`src/rtl/ac_link_pkg.sv`:
```
// Shared definitions for the serial audio link deserializer.
// Assumes two data directions: lane 0 outbound, lane 1 inbound.
package ac_link_pkg;

    localparam int LANE_TX   = 0;
    localparam int LANE_RX   = 1;
    localparam int NUM_LANES = 2;

    // One oversampled view of the link, valid in the cycle where fall is set.
    typedef struct packed {
        logic                 fall;
        logic                 sync;
        logic [NUM_LANES-1:0] data;
    } link_sample_t;

endpackage

```
`src/rtl/ac_link_sampler.sv`:
```
// Registers the link lines into the system clock domain and flags the
// falling edge of the bit clock. Assumes the link lines are already
// synchronous to clk, or slow enough that one register stage is enough.
// Data and sync are taken from the stage that first shows the bit clock low.
module ac_link_sampler
    import ac_link_pkg::*;
(
    input  logic                 clk,
    input  logic                 rst_n,
    input  logic                 link_clk,
    input  logic                 link_sync,
    input  logic [NUM_LANES-1:0] link_data,
    output link_sample_t         smp
);

    logic                 clk_q;
    logic                 clk_qq;
    logic                 sync_q;
    logic [NUM_LANES-1:0] data_q;

    // Capture stage: the line values and a delayed copy of the bit clock.
    always_ff @(posedge clk) begin
        if (!rst_n) begin
            clk_q  <= 1'b0;
            clk_qq <= 1'b0;
            sync_q <= 1'b0;
            data_q <= '0;
        end else begin
            clk_q  <= link_clk;
            clk_qq <= clk_q;
            sync_q <= link_sync;
            data_q <= link_data;
        end
    end

    // Present the sample with a one-cycle falling-edge marker.
    always_comb begin
        smp.fall = clk_qq & ~clk_q;
        smp.sync = sync_q;
        smp.data = data_q;
    end

endmodule

```
`src/rtl/ac_link_framer.sv`:
```
// Tracks frame position. It finds the frame start from the sync history of
// the last two falling-edge samples, then counts slots and the bits within
// each slot. After the final slot it stays idle until the next start.
// Its outputs are combinational from the current sample, so the lanes
// register the result in the same cycle as the counters.
module ac_link_framer #(
    parameter  int TAG_BITS       = 16,
    parameter  int DATA_BITS      = 20,
    parameter  int NUM_DATA_SLOTS = 12,
    localparam int SLOT_W         = $clog2(NUM_DATA_SLOTS + 1),
    localparam int MAX_BITS       = (DATA_BITS > TAG_BITS) ? DATA_BITS : TAG_BITS,
    localparam int BIT_W          = $clog2(MAX_BITS)
) (
    input  logic              clk,
    input  logic              rst_n,
    input  logic              fall,
    input  logic              sync,
    output logic              start,
    output logic              take,
    output logic              last,
    output logic [SLOT_W-1:0] cur_slot
);

    localparam logic [BIT_W-1:0]  TAG_LAST   = BIT_W'(TAG_BITS - 1);
    localparam logic [BIT_W-1:0]  DATA_LAST  = BIT_W'(DATA_BITS - 1);
    localparam logic [SLOT_W-1:0] FINAL_SLOT = SLOT_W'(NUM_DATA_SLOTS);

    logic              sync_p1;
    logic              sync_p2;
    logic              in_frame;
    logic [SLOT_W-1:0] slot_no;
    logic [BIT_W-1:0]  bit_no;
    logic [BIT_W-1:0]  cur_bit;
    logic [BIT_W-1:0]  slot_end;

    // Decode the start pattern, and the position of the bit being taken now.
    always_comb begin
        start    = fall & sync_p1 & ~sync_p2;
        take     = fall & (start | in_frame);
        cur_slot = start ? '0 : slot_no;
        cur_bit  = start ? '0 : bit_no;
        slot_end = (cur_slot == '0) ? TAG_LAST : DATA_LAST;
        last     = take & (cur_bit == slot_end);
    end

    // Advance the sync history and the slot and bit counters on each edge.
    always_ff @(posedge clk) begin
        if (!rst_n) begin
            sync_p1  <= 1'b1;
            sync_p2  <= 1'b1;
            in_frame <= 1'b0;
            slot_no  <= '0;
            bit_no   <= '0;
        end else begin
            if (fall) begin
                sync_p2 <= sync_p1;
                sync_p1 <= sync;
            end
            if (take) begin
                if (last) begin
                    bit_no <= '0;
                    if (cur_slot == FINAL_SLOT) begin
                        in_frame <= 1'b0;
                        slot_no  <= '0;
                    end else begin
                        in_frame <= 1'b1;
                        slot_no  <= cur_slot + 1'b1;
                    end
                end else begin
                    in_frame <= 1'b1;
                    slot_no  <= cur_slot;
                    bit_no   <= cur_bit + 1'b1;
                end
            end
        end
    end

endmodule

```
`src/rtl/ac_link_lane.sv`:
```
// Per-direction slot assembler. It shifts one bit in, MSB first, on each
// accepted edge. At a slot end it registers the right-justified value and
// its audio word, and strobes for one cycle. The shifter is cleared at a
// slot end and at a frame start, so a short tag slot reads zero in its
// upper bits.
module ac_link_lane #(
    parameter int DATA_BITS  = 20,
    parameter int AUDIO_BITS = 16
) (
    input  logic                  clk,
    input  logic                  rst_n,
    input  logic                  take,
    input  logic                  last,
    input  logic                  restart,
    input  logic                  bit_in,
    input  logic                  slot_is_tag,
    output logic                  stb,
    output logic [DATA_BITS-1:0]  value,
    output logic [AUDIO_BITS-1:0] audio
);

    logic [DATA_BITS-2:0] sh;
    logic [DATA_BITS-1:0] full;

    // Value the slot would have if this bit were its last one.
    always_comb begin
        full = {(restart ? '0 : sh), bit_in};
    end

    // Shift, and hand off on the slot's last bit.
    always_ff @(posedge clk) begin
        if (!rst_n) begin
            sh    <= '0;
            stb   <= 1'b0;
            value <= '0;
            audio <= '0;
        end else begin
            stb <= take & last;
            if (take) begin
                sh <= last ? '0 : full[DATA_BITS-2:0];
            end
            if (take && last) begin
                value <= full;
                audio <= slot_is_tag ? '0 : full[DATA_BITS-1 -: AUDIO_BITS];
            end
        end
    end

endmodule

```
`src/rtl/ac_link_deserializer.sv`:
```
// Top of the serial audio link deserializer: sampler, then framer, then one
// slot assembler per enabled direction. Assumes clk runs at least 4x the
// link bit clock and that at least one direction is enabled.
module ac_link_deserializer
    import ac_link_pkg::*;
#(
    parameter  bit OUT_LANE_EN    = 1'b1,
    parameter  bit IN_LANE_EN     = 1'b1,
    parameter  int TAG_BITS       = 16,
    parameter  int DATA_BITS      = 20,
    parameter  int NUM_DATA_SLOTS = 12,
    parameter  int AUDIO_BITS     = 16,
    localparam int SLOT_W         = $clog2(NUM_DATA_SLOTS + 1)
) (
    input  logic                  clk,
    input  logic                  rst_n,
    input  logic                  link_clk,
    input  logic                  link_sync,
    input  logic                  line_tx,
    input  logic                  line_rx,
    output logic                  frame_start,
    output logic [NUM_LANES-1:0]  slot_stb,
    output logic [SLOT_W-1:0]     slot_idx,
    output logic [DATA_BITS-1:0]  tx_slot_value,
    output logic [DATA_BITS-1:0]  rx_slot_value,
    output logic [AUDIO_BITS-1:0] tx_audio,
    output logic [AUDIO_BITS-1:0] rx_audio
);

    localparam logic [NUM_LANES-1:0] LANE_EN = {IN_LANE_EN, OUT_LANE_EN};

    link_sample_t         smp;
    logic [NUM_LANES-1:0] link_data;
    logic                 start;
    logic                 take;
    logic                 last;
    logic [SLOT_W-1:0]    cur_slot;

    logic [NUM_LANES-1:0]  lane_stb;
    logic [DATA_BITS-1:0]  lane_val [NUM_LANES];
    logic [AUDIO_BITS-1:0] lane_aud [NUM_LANES];

    assign link_data[LANE_TX] = line_tx;
    assign link_data[LANE_RX] = line_rx;

    ac_link_sampler u_sampler (
        .clk       (clk),
        .rst_n     (rst_n),
        .link_clk  (link_clk),
        .link_sync (link_sync),
        .link_data (link_data),
        .smp       (smp)
    );

    ac_link_framer #(
        .TAG_BITS       (TAG_BITS),
        .DATA_BITS      (DATA_BITS),
        .NUM_DATA_SLOTS (NUM_DATA_SLOTS)
    ) u_framer (
        .clk      (clk),
        .rst_n    (rst_n),
        .fall     (smp.fall),
        .sync     (smp.sync),
        .start    (start),
        .take     (take),
        .last     (last),
        .cur_slot (cur_slot)
    );

    // One assembler per enabled direction; a disabled one drives zeros.
    for (genvar g = 0; g < NUM_LANES; g++) begin : g_lane
        if (LANE_EN[g]) begin : g_on
            ac_link_lane #(
                .DATA_BITS  (DATA_BITS),
                .AUDIO_BITS (AUDIO_BITS)
            ) u_lane (
                .clk         (clk),
                .rst_n       (rst_n),
                .take        (take),
                .last        (last),
                .restart     (start),
                .bit_in      (smp.data[g]),
                .slot_is_tag (cur_slot == '0),
                .stb         (lane_stb[g]),
                .value       (lane_val[g]),
                .audio       (lane_aud[g])
            );
        end else begin : g_off
            assign lane_stb[g] = 1'b0;
            assign lane_val[g] = '0;
            assign lane_aud[g] = '0;
        end
    end

    // Frame marker and the shared slot number, registered alongside the lanes.
    always_ff @(posedge clk) begin
        if (!rst_n) begin
            frame_start <= 1'b0;
            slot_idx    <= '0;
        end else begin
            frame_start <= start;
            if (last) begin
                slot_idx <= cur_slot;
            end
        end
    end

    assign slot_stb      = lane_stb;
    assign tx_slot_value = lane_val[LANE_TX];
    assign rx_slot_value = lane_val[LANE_RX];
    assign tx_audio      = lane_aud[LANE_TX];
    assign rx_audio      = lane_aud[LANE_RX];

endmodule

```
`config.mk`:
```
export PLATFORM = sky130hd
export DESIGN_NAME = ac_link_deserializer
export DESIGN_NICKNAME = d
export VERILOG_FILES = /design/src/rtl/ac_link_pkg.sv /design/src/rtl/ac_link_sampler.sv /design/src/rtl/ac_link_framer.sv /design/src/rtl/ac_link_lane.sv /design/src/rtl/ac_link_deserializer.sv
export SDC_FILE = /design/constraint.sdc
export NUM_CORES = 1
export LEC_CHECK = 0
export ABC_AREA = 1
export BUFFER_PORTS_ARGS = -buffer_cell sky130_fd_sc_hd__buf_4
export CAP_MARGIN = 30
export CORE_MARGIN = 2
export CORE_UTILIZATION = 51
export CTS_CLUSTER_SIZE = 24
export DETAILED_ROUTE_END_ITERATION = 10
export PLACE_DENSITY = 0.73
export SETUP_SLACK_MARGIN = 0.02
export SKIP_CTS_REPAIR_TIMING = 1
export SLEW_MARGIN = 25
export SYNTH_ARGS = -nofsm -noshare
export SYNTH_HDL_FRONTEND = slang
export SYNTH_SLANG_ARGS = --single-unit
```
`constraint.sdc`:
```
create_clock -name clk -period 2.1 [get_ports clk]
set_input_delay 0.105 -clock clk [delete_from_list [all_inputs] [get_ports clk]]
set_output_delay 0.105 -clock clk [all_outputs]
set_load 0.02 [all_outputs]
```
==> parameters.txt <==
Parameter                              Value

Outcome
  Run status ... completed

Critical path
  Crit Path Max Fanout ... 46
  Slowest library cell on the worst path ... sky130_fd_sc_hd__dfxtp_1
  CP arrival ... 2.43 ns
  R2R cell count ... 11
  Buf+Inv Stages, Crit Path ... 2
  Cell chain of the critical path ... inv_2 -> nand4_4 -> nand2_1 -> ha_1 -> nand2_1 -> nand3b_1 -> nand2_2 -> nand2_8 -> buf_16 -> nand3_1 -> a21oi_1
  Critical Path Max Stage Delay ... 0.32 ns
  CP delay by family, top ... simple AND/OR/NAND/NOR gates
  RR Startpoint ... u_sampler.clk_q
  Worst Path Class, Setup ... flip-flop to flip-flop
  Worst R2R Setup Slack ... 0.11 ns
  Worst setup SP type ... flip-flop
  CP Capture Type ... flip-flop
  Required time of the critical path ... 2.54 ns
  Cell repeated most along the worst path ... sky130_fd_sc_hd__nand2_1
  End of the worst register-to-register path ... g_lane[0].g_on.u_lane.sh[14]

Synth
  EDFF count, synth ... 0
  Number of synthesis warnings ... 0
  Post-synthesis cell type count ... 27
  Average instance area after synthesis ... 7.276 µm²
  Synthesized netlist net count ... 760
  Post-synthesis compound-gate area fraction ... 0.1235
  Synthesized-area fraction occupied by and/or/nand/nor cells ... 0.2849
  XOR/XNOR Fraction of Synth Area ... 0.004802
  Most used flip-flop cell after synthesis ... sky130_fd_sc_hd__dfxtp_1
  Cell area after synthesis ... 5471 µm²
  Dominant combinational cell family by area after synthesis ... simple AND/OR/NAND/NOR gates
  Sequential-to-total area share from yosys stat ... 0.4866
  Synthesis-stage register bit count ... 133
  Async S/R FF share, synth ... 0
  Gate count of the mapped netlist ... 752
  Multiplexer fraction of the synthesized cell area ... 0
  Fraction of the mapped netlist area in adder cells ... 0.004574

Clock network
  Maximum buffer depth of the clock tree ... 2
  Worst skew pair latency ... 0.52 ns
  Total number of clock tree sinks ... 133
  CTS HTree Levels ... 4
  Clock tree from TritonCTS ... done
  Clk pin slew, worst setup/hold paths ... 0.06 ns
  Number of CTS-inserted buffers ... 17
  Root Driver ... sky130_fd_sc_hd__clkbuf_8

Global routing
  Global-route wire length before repair ... 20.94 mm
  Total routing usage reported by global routing ... 0.2251
  Vias in the first global route ... 4,698
  Antenna violations before repair ... 0
  Global route total overflow ... 0
  Pin count of the biggest net entering global routing ... 110

Final layout
  Area of the multi-input gates ... 2312 µm²
  Number of nets in the layout ... 837
  Filler cells ... 905
  Share of layout cells above drive strength 1 ... 0.1912
  Number of antenna cells inserted ... 0
  Signed area change from the synthesized netlist to the final layout ... 27.51%
  Area taken by flip-flops and latches ... 2665 µm²

Route
  Detailed-route DRC error count ... 0
  Starting DRC count in detailed routing ... 302
  Via density ... 5.280
  Antenna-violating nets left ... 0
  Total via count after detailed routing ... 5,164
  Final Routed Wirelength ... 13.48 mm
  Routed wire per std cell ... 13.78 µm
  First-pass iteration count of the detailed router ... 5

Floorplan
  Std-Cell Rows ... 37
  Starting density of the core ... 0.5276
  Die Width ... 107.6 µm
  Floorplan die area ... 11,570 µm²
  Die span in y ... 107.6 µm
  Number of placed I/O pins ... 85
  Area of the placeable core ... 10,370 µm²

STA
  Final critical delay including setup and external delays ... 1.987 ns
  Rel. slew slack ... 0.6869
  Actual slew at the worst max-slew pin ... 0.4697 ns
  Final Max Slew Viols ... 0
  Setup repair after global routing missed its margin ... true
  Hold Violations, Final ... 0
  Aggregate negative setup slack ... 0 ns
  Portion of the clock cycle consumed by the worst path in the final layout ... 0.9463
  Post-route clock skew ... 0.006112 ns
  Endpoints failing setup ... 0
  Max Freq ... 503.2 MHz

Hold path
  Startpoint of the most critical hold path ... u_sampler.clk_q
  Type of the most critical hold path ... flip-flop to flip-flop
  Hold path depth ... 2
  Worst Hold Path EP ... u_sampler.clk_qq

Placed design
  Dpl hpwl ... 8.092 mm
  Number of port buffers ... 84
  Final weighted congestion of routability-driven global placement ... 0.8617

Pwr
  Worst supply voltage drop on vdd ... 400.0 µV
  Static leakage power ... 2.910 nW
  Overall power after layout ... 5.577 mW
  Power density over cell area ... 799.3 nW/µm²

Job
  Count of max-cap constraint violations ... 0
-- metal layers --
metal / part of all wire / routed length (µm) / vias up / global-route usage
met5: 0 / 0 / - / 0
met4: 0.012 / 166 / 0 / 0.08059
met3: 0.054 / 725 / 15 / 0.06295
met2: 0.51 / 6869 / 153 / 0.3881
met1: 0.42 / 5713 / 2411 / 0.2670
li1: - / - / 2585 / -
-- flip-flops by register name, summed over array words and instances (netlist names) --
signal and cells:
u_framer.slot_no 4, u_framer.sync_p2 1, frame_start 1, g_lane.g_on.u_lane.sh 38
u_framer.in_frame 1, u_framer.sync_p1 1, slot_idx 4, u_sampler.sync_q 1
u_sampler.data_q 2, g_lane.g_on.u_lane.value 40, u_framer.bit_no 5, g_lane.g_on.u_lane.audio 32
u_sampler.clk_q 1, g_lane.g_on.u_lane.stb 1, u_sampler.clk_qq 1
-- cells in the final DEF, fill, tap and decap left out, types with 9 or more instances in the layout --
cell type                         n
sky130_fd_sc_hd__nand2_1        169
sky130_fd_sc_hd__dfxtp_1        131
sky130_fd_sc_hd__nand3_1        113
sky130_fd_sc_hd__a21oi_1        113
sky130_fd_sc_hd__buf_4           99
sky130_fd_sc_hd__nor2_1          65
sky130_fd_sc_hd__inv_1           55
sky130_fd_sc_hd__clkbuf_16       17
sky130_fd_sc_hd__o21ai_1         11
sky130_fd_sc_hd__dlygate4sd3_1    9
-- cells in the mapped netlist (2+ instances only) --
cell type,n,area (µm²)
sky130_fd_sc_hd__a21oi_1,113,565.5
sky130_fd_sc_hd__buf_1,7,26.28
sky130_fd_sc_hd__buf_2,10,50.05
sky130_fd_sc_hd__buf_4,8,60.06
sky130_fd_sc_hd__buf_6,4,45.04
sky130_fd_sc_hd__clkbuf_1,30,112.6
sky130_fd_sc_hd__dfxtp_1,133,2663
sky130_fd_sc_hd__ha_1,2,25.02
sky130_fd_sc_hd__inv_1,55,206.5
sky130_fd_sc_hd__inv_2,6,22.52
sky130_fd_sc_hd__nand2_1,169,634.4
sky130_fd_sc_hd__nand2_2,3,18.77
sky130_fd_sc_hd__nand3_1,113,565.5
sky130_fd_sc_hd__nand4_1,2,12.51
sky130_fd_sc_hd__nor2_1,66,247.7
sky130_fd_sc_hd__nor2_4,2,22.52
sky130_fd_sc_hd__o21ai_0,6,30.03
sky130_fd_sc_hd__o21ai_1,11,55.05
sky130_fd_sc_hd__o21ai_2,2,17.52
sky130_fd_sc_hd__xor2_1,3,26.28
-- tightest hold or removal path: cells and delay by family, from the launching register on --
kind          cells  cell delay [ns]
buf+inv           1             0.03
flops             1             0.32
simple gates      1             0.05
-- metrics by stage --
step	util	hold WS, ns	instances	setup WS (ns)	area (µm²)
floorplan	-	0.2026	752	0.05305	5475
global placement	0.5957	0.2920	931	0.1750	6177
detailed placement	0.5957	0.2906	931	0.06167	6177
CTS	0.6538	-0.2544	963	0.03385	6780
global route	0.6728	0.4604	978	-0.01404	6977
finish	0.6728	0.4316	978	0.1128	6977
-- power breakdown --
group	total, mW	switching [mW]	internal, mW
registers	2.54	0.00689	2.53
clock network	2.93	1.08	1.85
logic	0.103	0.0682	0.0349
total	5.58	1.16	4.42
-- logic make-up after synthesis --
family / after synthesis
flops: 133
fa+ha+maj: 2
xor+xnor: 3
buf+inv: 120
compound gates: 133
simple gates: 361
-- how the worst max path moves through the flow --
stage / from / endpoint / slack, ns / depth (start not counted)
after floorplan: u_framer.sync_p2 / g_lane[0].g_on.u_lane.audio[0] / 0.05 / 14
after global placement: u_sampler.clk_qq / slot_idx[1] / 0.18 / 11
after detailed placement: u_framer.sync_p1 / g_lane[1].g_on.u_lane.sh[8] / 0.06 / 10
after CTS: u_framer.sync_p1 / g_lane[1].g_on.u_lane.sh[4] / 0.03 / 10
after global routing: u_sampler.clk_q / g_lane[0].g_on.u_lane.sh[8] / -0.01 / 11
final: u_sampler.clk_q / g_lane[0].g_on.u_lane.sh[14] / 0.11 / 11
-- layout make-up --
cell class | instances | share of cell area
clock inverter | 10 | 0.01722
multi-input combinational | 500 | 0.3314
sequential | 133 | 0.3820
timing repair buffer | 116 | 0.1428
clock buffer | 22 | 0.06923
inverter | 61 | 0.03300
tap | 136 | 0.02439
Note: power is estimated with default switching activity, not from simulation.
